`src/rtl/clkresync_pkg.sv`:
```
package clkresync_pkg;

  // strobes from control to datapath
  typedef struct packed {
    logic hold;     // force counter to zero and output low
  } ctlStrobe_t;

  typedef enum logic [1:0] {
    ST_RUN   = 2'd0,
    ST_DRAIN = 2'd1,
    ST_HALT  = 2'd2
  } ctlState_t;

endpackage

```
`src/rtl/clkresync_ctrl.sv`:
```
module clkresync_ctrl
  import clkresync_pkg::*;
#(
  parameter int SYNC_STAGES = 2
) (
  input  logic       clk,
  input  logic       rstN,
  input  logic       syncIn,
  input  logic       syncEn,
  input  logic       syncPol,
  input  logic       lowPhase,
  output ctlStrobe_t strobe,
  output logic       stopped
);

  localparam int CHAIN_LEN = SYNC_STAGES + 1;

  logic [CHAIN_LEN-1:0] syncChain;
  logic      normNow, normPrev;
  logic      activeEdge, haltEdge;
  ctlState_t state, stateNext;

  always_ff @(posedge clk or negedge rstN) begin
    if (!rstN) syncChain <= '0;
    else       syncChain <= {syncChain[CHAIN_LEN-2:0], syncIn};
  end

  // normalise so that a rising normalised level is always the restart edge
  assign normNow    = syncPol ? syncChain[CHAIN_LEN-2] : ~syncChain[CHAIN_LEN-2];
  assign normPrev   = syncPol ? syncChain[CHAIN_LEN-1] : ~syncChain[CHAIN_LEN-1];
  assign activeEdge = normNow & ~normPrev;
  assign haltEdge   = ~normNow & normPrev;

  always_comb begin
    stateNext = state;
    if (!syncEn) begin
      stateNext = ST_RUN;
    end else begin
      unique case (state)
        ST_RUN:   if (haltEdge) stateNext = ST_DRAIN;
        ST_DRAIN: begin
          if (activeEdge)    stateNext = ST_RUN;
          else if (lowPhase) stateNext = ST_HALT;
        end
        ST_HALT:  if (activeEdge) stateNext = ST_RUN;
        default:  stateNext = ST_RUN;
      endcase
    end
  end

  always_ff @(posedge clk or negedge rstN) begin
    if (!rstN) state <= ST_RUN;
    else       state <= stateNext;
  end

  assign strobe.hold = (state == ST_HALT);
  assign stopped     = (state == ST_HALT);

endmodule

```
`src/rtl/clkresync_dp.sv`:
```
module clkresync_dp
  import clkresync_pkg::*;
#(
  parameter int DIV_W = 8
) (
  input  logic             clk,
  input  logic             rstN,
  input  logic [DIV_W-1:0] divMod,
  input  ctlStrobe_t       strobe,
  output logic             lowPhase,
  output logic             clkOut
);

  logic [DIV_W-1:0] cnt;
  logic [DIV_W-1:0] highLen;
  logic [DIV_W-1:0] lastCnt;

  assign highLen  = divMod - (divMod >> 1);
  assign lastCnt  = divMod - 1'b1;
  assign lowPhase = (cnt >= highLen);

  always_ff @(posedge clk or negedge rstN) begin
    if (!rstN) begin
      cnt    <= '0;
      clkOut <= 1'b0;
    end else if (strobe.hold) begin
      cnt    <= '0;
      clkOut <= 1'b0;
    end else begin
      cnt    <= (cnt >= lastCnt) ? '0 : cnt + 1'b1;
      clkOut <= (cnt < highLen);
    end
  end

endmodule

```
`src/rtl/clkresync_top.sv`:
```
module clkresync_top
  import clkresync_pkg::*;
#(
  parameter int DIV_W       = 8,
  parameter int SYNC_STAGES = 2
) (
  input  logic             clk,
  input  logic             rstN,
  input  logic             syncIn,
  input  logic             syncEn,
  input  logic             syncPol,
  input  logic [DIV_W-1:0] divMod,
  output logic             clkOut,
  output logic             stopped
);

  ctlStrobe_t strobe;
  logic       lowPhase;

  clkresync_ctrl #(.SYNC_STAGES(SYNC_STAGES)) u_ctrl (
    .clk      (clk),
    .rstN     (rstN),
    .syncIn   (syncIn),
    .syncEn   (syncEn),
    .syncPol  (syncPol),
    .lowPhase (lowPhase),
    .strobe   (strobe),
    .stopped  (stopped)
  );

  clkresync_dp #(.DIV_W(DIV_W)) u_dp (
    .clk      (clk),
    .rstN     (rstN),
    .divMod   (divMod),
    .strobe   (strobe),
    .lowPhase (lowPhase),
    .clkOut   (clkOut)
  );

endmodule

```
`config.mk`:
```
export PLATFORM = sky130hd
export DESIGN_NAME = clkresync_top
export DESIGN_NICKNAME = d
export VERILOG_FILES = /design/src/rtl/clkresync_pkg.sv /design/src/rtl/clkresync_ctrl.sv /design/src/rtl/clkresync_dp.sv /design/src/rtl/clkresync_top.sv
export SDC_FILE = /design/constraint.sdc
export NUM_CORES = 1
export LEC_CHECK = 0
export BUFFER_PORTS_ARGS = -buffer_cell sky130_fd_sc_hd__buf_2
export CAP_MARGIN = 20
export CORE_ASPECT_RATIO = 0.9
export CORE_MARGIN = 3
export CORE_UTILIZATION = 40
export CTS_BUF_LIST = sky130_fd_sc_hd__clkbuf_16
export DETAILED_ROUTE_END_ITERATION = 10
export MAX_ROUTING_LAYER = met4
export REMOVE_ABC_BUFFERS = 1
export SYNTH_ARGS = -nofsm -noshare
export SYNTH_HDL_FRONTEND = slang
export SYNTH_HIERARCHICAL = 1
export SYNTH_SLANG_ARGS = --single-unit
export TNS_END_PERCENT = 1
```
`constraint.sdc`:
```
create_clock -name clk -period 1.8 [get_ports clk]
set_input_delay 0.09 -clock clk [delete_from_list [all_inputs] [get_ports clk]]
set_output_delay 0.09 -clock clk [all_outputs]
set_load 0.01 [all_outputs]
```
==> flow_summary.yaml <==
worst_setup_path:
  worstSetupStartpointType: "input port"
  worst-path-max-fanout: 2
  signal_arrival_time_at_the_worst_endpoint_ns: 2.69
  crit_type: "input port to flop"
  timing.critical_path.required_ns: 1.98
  worst_setup_path_end_kind: "flop"
  reg2reg_slack_ns: -0.05
drt:
  drt-vias-per-instance: 5.00
  wl_per_cell_um: 13.1
  first_iter_violations: 29
  dr.pass1.iters: 4
  drc: 0
  dr_total_vias: 1264
  drt-total-wl_mm: 3.31
  drtAntennaViolNets: 0
logic_synthesis:
  yosysWarnings: 6
  synth.area.top_cells: "ha_1, dfrtp_1, xnor2_1"
  synth_async_sr_flop_share: 1.00
  synth-seq-cells: 14
  synth_top_area_cell: "ha_1"
  syn_inst: 158
  netlist-cell-type-count: 31
  synth.top_cell.area_share: 0.280
  synth_seq_area_share: 0.245
  number_of_synthesized_flops_with_an_enable_pin: 0
  mappedNetlistArea_mm2: 0.00143
  prevailing_post_synth_register_cell: "dfrtp_1"
  syn-mean-instance-area_um2: 9.04
sta:
  final-setup-viol-count: 3
  fin_worst_hold_slack_ns: 0.114
  tightestPinTransition_ns: 0.339
  grt_setup_unrepaired: "true"
  slew-limit-headroom: 0.774
  finalMaxSlewViolations: 0
  achievable-frequency_mhz: 397
  fin_ws_ns: -0.717
  final_hold_viol_count: 0
  period_minus_slack_ns: 2.52
  timing.clock.skew_ns: 0.000910
  period_share: 1.40
final_layout:
  n_antenna_cell: 0
  area_growth_syn_to_layout_pct: 44.2
  multi_input_area_mm2: 0.00115
  filler_cell_count: 285
  fin_nets: 259
  postLayoutCoreUtil: 0.637
  sequential_cell_area_um2: 350
  fraction_of_final_layout_cells_with_drive_strength_greater_than_1: 0.370
power_and_ir_drop:
  internal_power_summed_over_all_cells_mw: 1.21
  cellLeakagePower_nw: 1.03
  power.switching_fraction: 0.365
  power.net_switching_uw: 696
  p_per_area_mw_per_mm2: 927
  combPwrFrac: 0.524
  power.ir.vdd_worst_mv: 0.604
  p_seq_frac: 0.261
  power_frac_clock: 0.214
clock_tree:
  cts_inserted_buffers: 3
  ctsRootBufferMaster: "clkbuf_16"
  h-tree-depth: 1
  clock_latency_ns: 0.24
  clock-sinks: 14
  clock_path_buffers: 2
  cts_tree: "done"
  clkSlewWorstSetupHoldPaths_ns: 0.04
die:
  chipHeight_um: 62.7
  overall_die_width_um: 69.0
  core_mm2: 0.00323
  pin_count: 15
  rows: 19
  floorplan.die_area_mm2: 0.00432
  effective_utilization_at_floorplan: 0.442
global_route:
  first_global_vias: 1176
  grt_start_max_net_pins: 15
  overall_fraction_of_global_route_tracks_in_use: 0.161
  grt_first_pass_wirelength_mm: 5.15
  gr-total-overflow: 0
  grt_antenna_before_repair: 0
placed_design:
  post-dp-hpwl_mm: 2.62
  finalWeightedCongestion: 0.776
  port_buffers: 14
run_status:
  status: "finished, violations left"
  failing_checks: "negative setup slack"
hold_path:
  worst_hold_path_type: "input port to flop"
run:
  cap_violations: 0
==> power by group through the flow <==
stage               registers (mW)  logic, mW  clock network, mW
floorplan                    0.498      0.533                  0
global placement             0.500      0.849                  0
detailed placement           0.502      0.895                  0
CTS                          0.498      0.923              0.414
global route                 0.510       1.13              0.427
finish                       0.498       1.00              0.409
==> state kept, by name, indices dropped and copies added (netlist names) <==
name / flops
u_dp/cnt: 8
u_ctrl/syncChain: 3
u_ctrl/state: 2
u_dp/clkOut: 1
==> what timing repair did <==
item	CTS	global route
gates resized for setup	4	28
pin swaps	0	18
buffers inserted	0	2
endpoints found under the hold margin	15	0
hold buffers	2	0
endpoints found under the setup margin	11	11
==> routing by layer <==
metal,vias to the layer above,global-route usage,wire [µm]
met5,-,-,0
met4,0,0.0292,12
met3,2,0.0378,97
met2,19,0.244,1640
met1,592,0.220,1560
li1,651,-,-
==> cell usage after synthesis, types with 2 or more instances <==
library cell	instances
xnor2_1	11
inv_1	17
xor2_1	6
ha_1	32
a21oi_1	8
dfrtp_1	14
nand3_1	9
nand2_1	10
a21o_1	2
nor2b_1	4
o21bai_1	3
o21ai_0	3
o21a_1	2
and3_1	3
nor2_1	15
nand4_1	2
a211o_1	2
a211oi_1	2
==> path summary, 6_finish.rpt <==
path / from / depth (start not counted) / to
min reg2reg: u_ctrl/syncChain[0]$_DFF_PN0_ / 0 / u_ctrl/syncChain[1]$_DFF_PN0_
min: syncEn / 2 / u_ctrl/state[1]$_DFFE_PN0P_
min in group asynchronous: rstN / 2 / u_ctrl/syncChain[0]$_DFF_PN0_
max in group asynchronous: rstN / 2 / u_ctrl/syncChain[2]$_DFF_PN0_
max reg2reg: u_dp/cnt[1]$_DFF_PN0_ / 9 / u_ctrl/state[1]$_DFFE_PN0P_
max: divMod[0] / 17 / u_ctrl/state[1]$_DFFE_PN0P_
==> layout make-up <==
cell class	count	area share
clock buffers	3	0.0365
inverters	17	0.0322
multi-input cells	126	0.558
flip-flops and latches	14	0.170
well taps	42	0.0255
repair buffers	51	0.178
==> kinds of logic after synthesis <==
logic type	after synthesis	share of synthesized area
DFF	14	0.245
AOI/OAI and AO/OA	26	0.128
and+or+nand+nor	49	0.170
buffers and inverters	18	0.0500
xor gates and xnor gates	17	0.104
adders and majority gates	33	0.294
muxes	1	0.00789
==> stage by stage <==
| stage | setup slack, ns | instances | cell area, µm² | power [mW] | TNS [ns] |
|---|---|---|---|---|---|
| 2_1_floorplan | -0.705 | 157 | 1420 | 1.03 | -1.86 |
| 3_3_place_gp | -0.870 | 246 | 1790 | 1.35 | -4.37 |
| 3_5_place_dp | -0.969 | 246 | 1790 | 1.40 | -5.10 |
| 4_1_cts | -0.743 | 251 | 1900 | 1.83 | -1.95 |
| 5_1_grt | -0.902 | 253 | 2060 | 2.07 | -3.30 |
| 6_report | -0.717 | 253 | 2060 | 1.91 | -1.83 |
==> layout by cell type, fill, tap and decap left out, types with 6 or more instances in the layout <==
cell type | Yosys | final
nand2_1 | 10 | 8
dfrtp_1 | 14 | 14
buf_2 | 0 | 12
nand3_1 | 9 | 7
ha_1 | 32 | 28
buf_4 | 1 | 35
nor2_1 | 15 | 15
inv_1 | 17 | 13
xor2_1 | 6 | 6
xnor2_1 | 11 | 11
==> worst max-delay path, stage by stage <==
cell and delay [ns]:
buf_6 0.10, inv_4 0.05, ha_4 0.13, inv_2 0.04, fa_2 0.38, nor2b_4 0.14, o21bai_4 0.14, a21oi_2 0.08
nor4b_2 0.30, a211oi_2 0.08, ha_1 0.33, nand3_2 0.09, a211o_1 0.28, nand3_1 0.07, nand2_1 0.07, o21bai_1 0.15
o2111a_1 0.18
(Power assumes the default switching activity.)
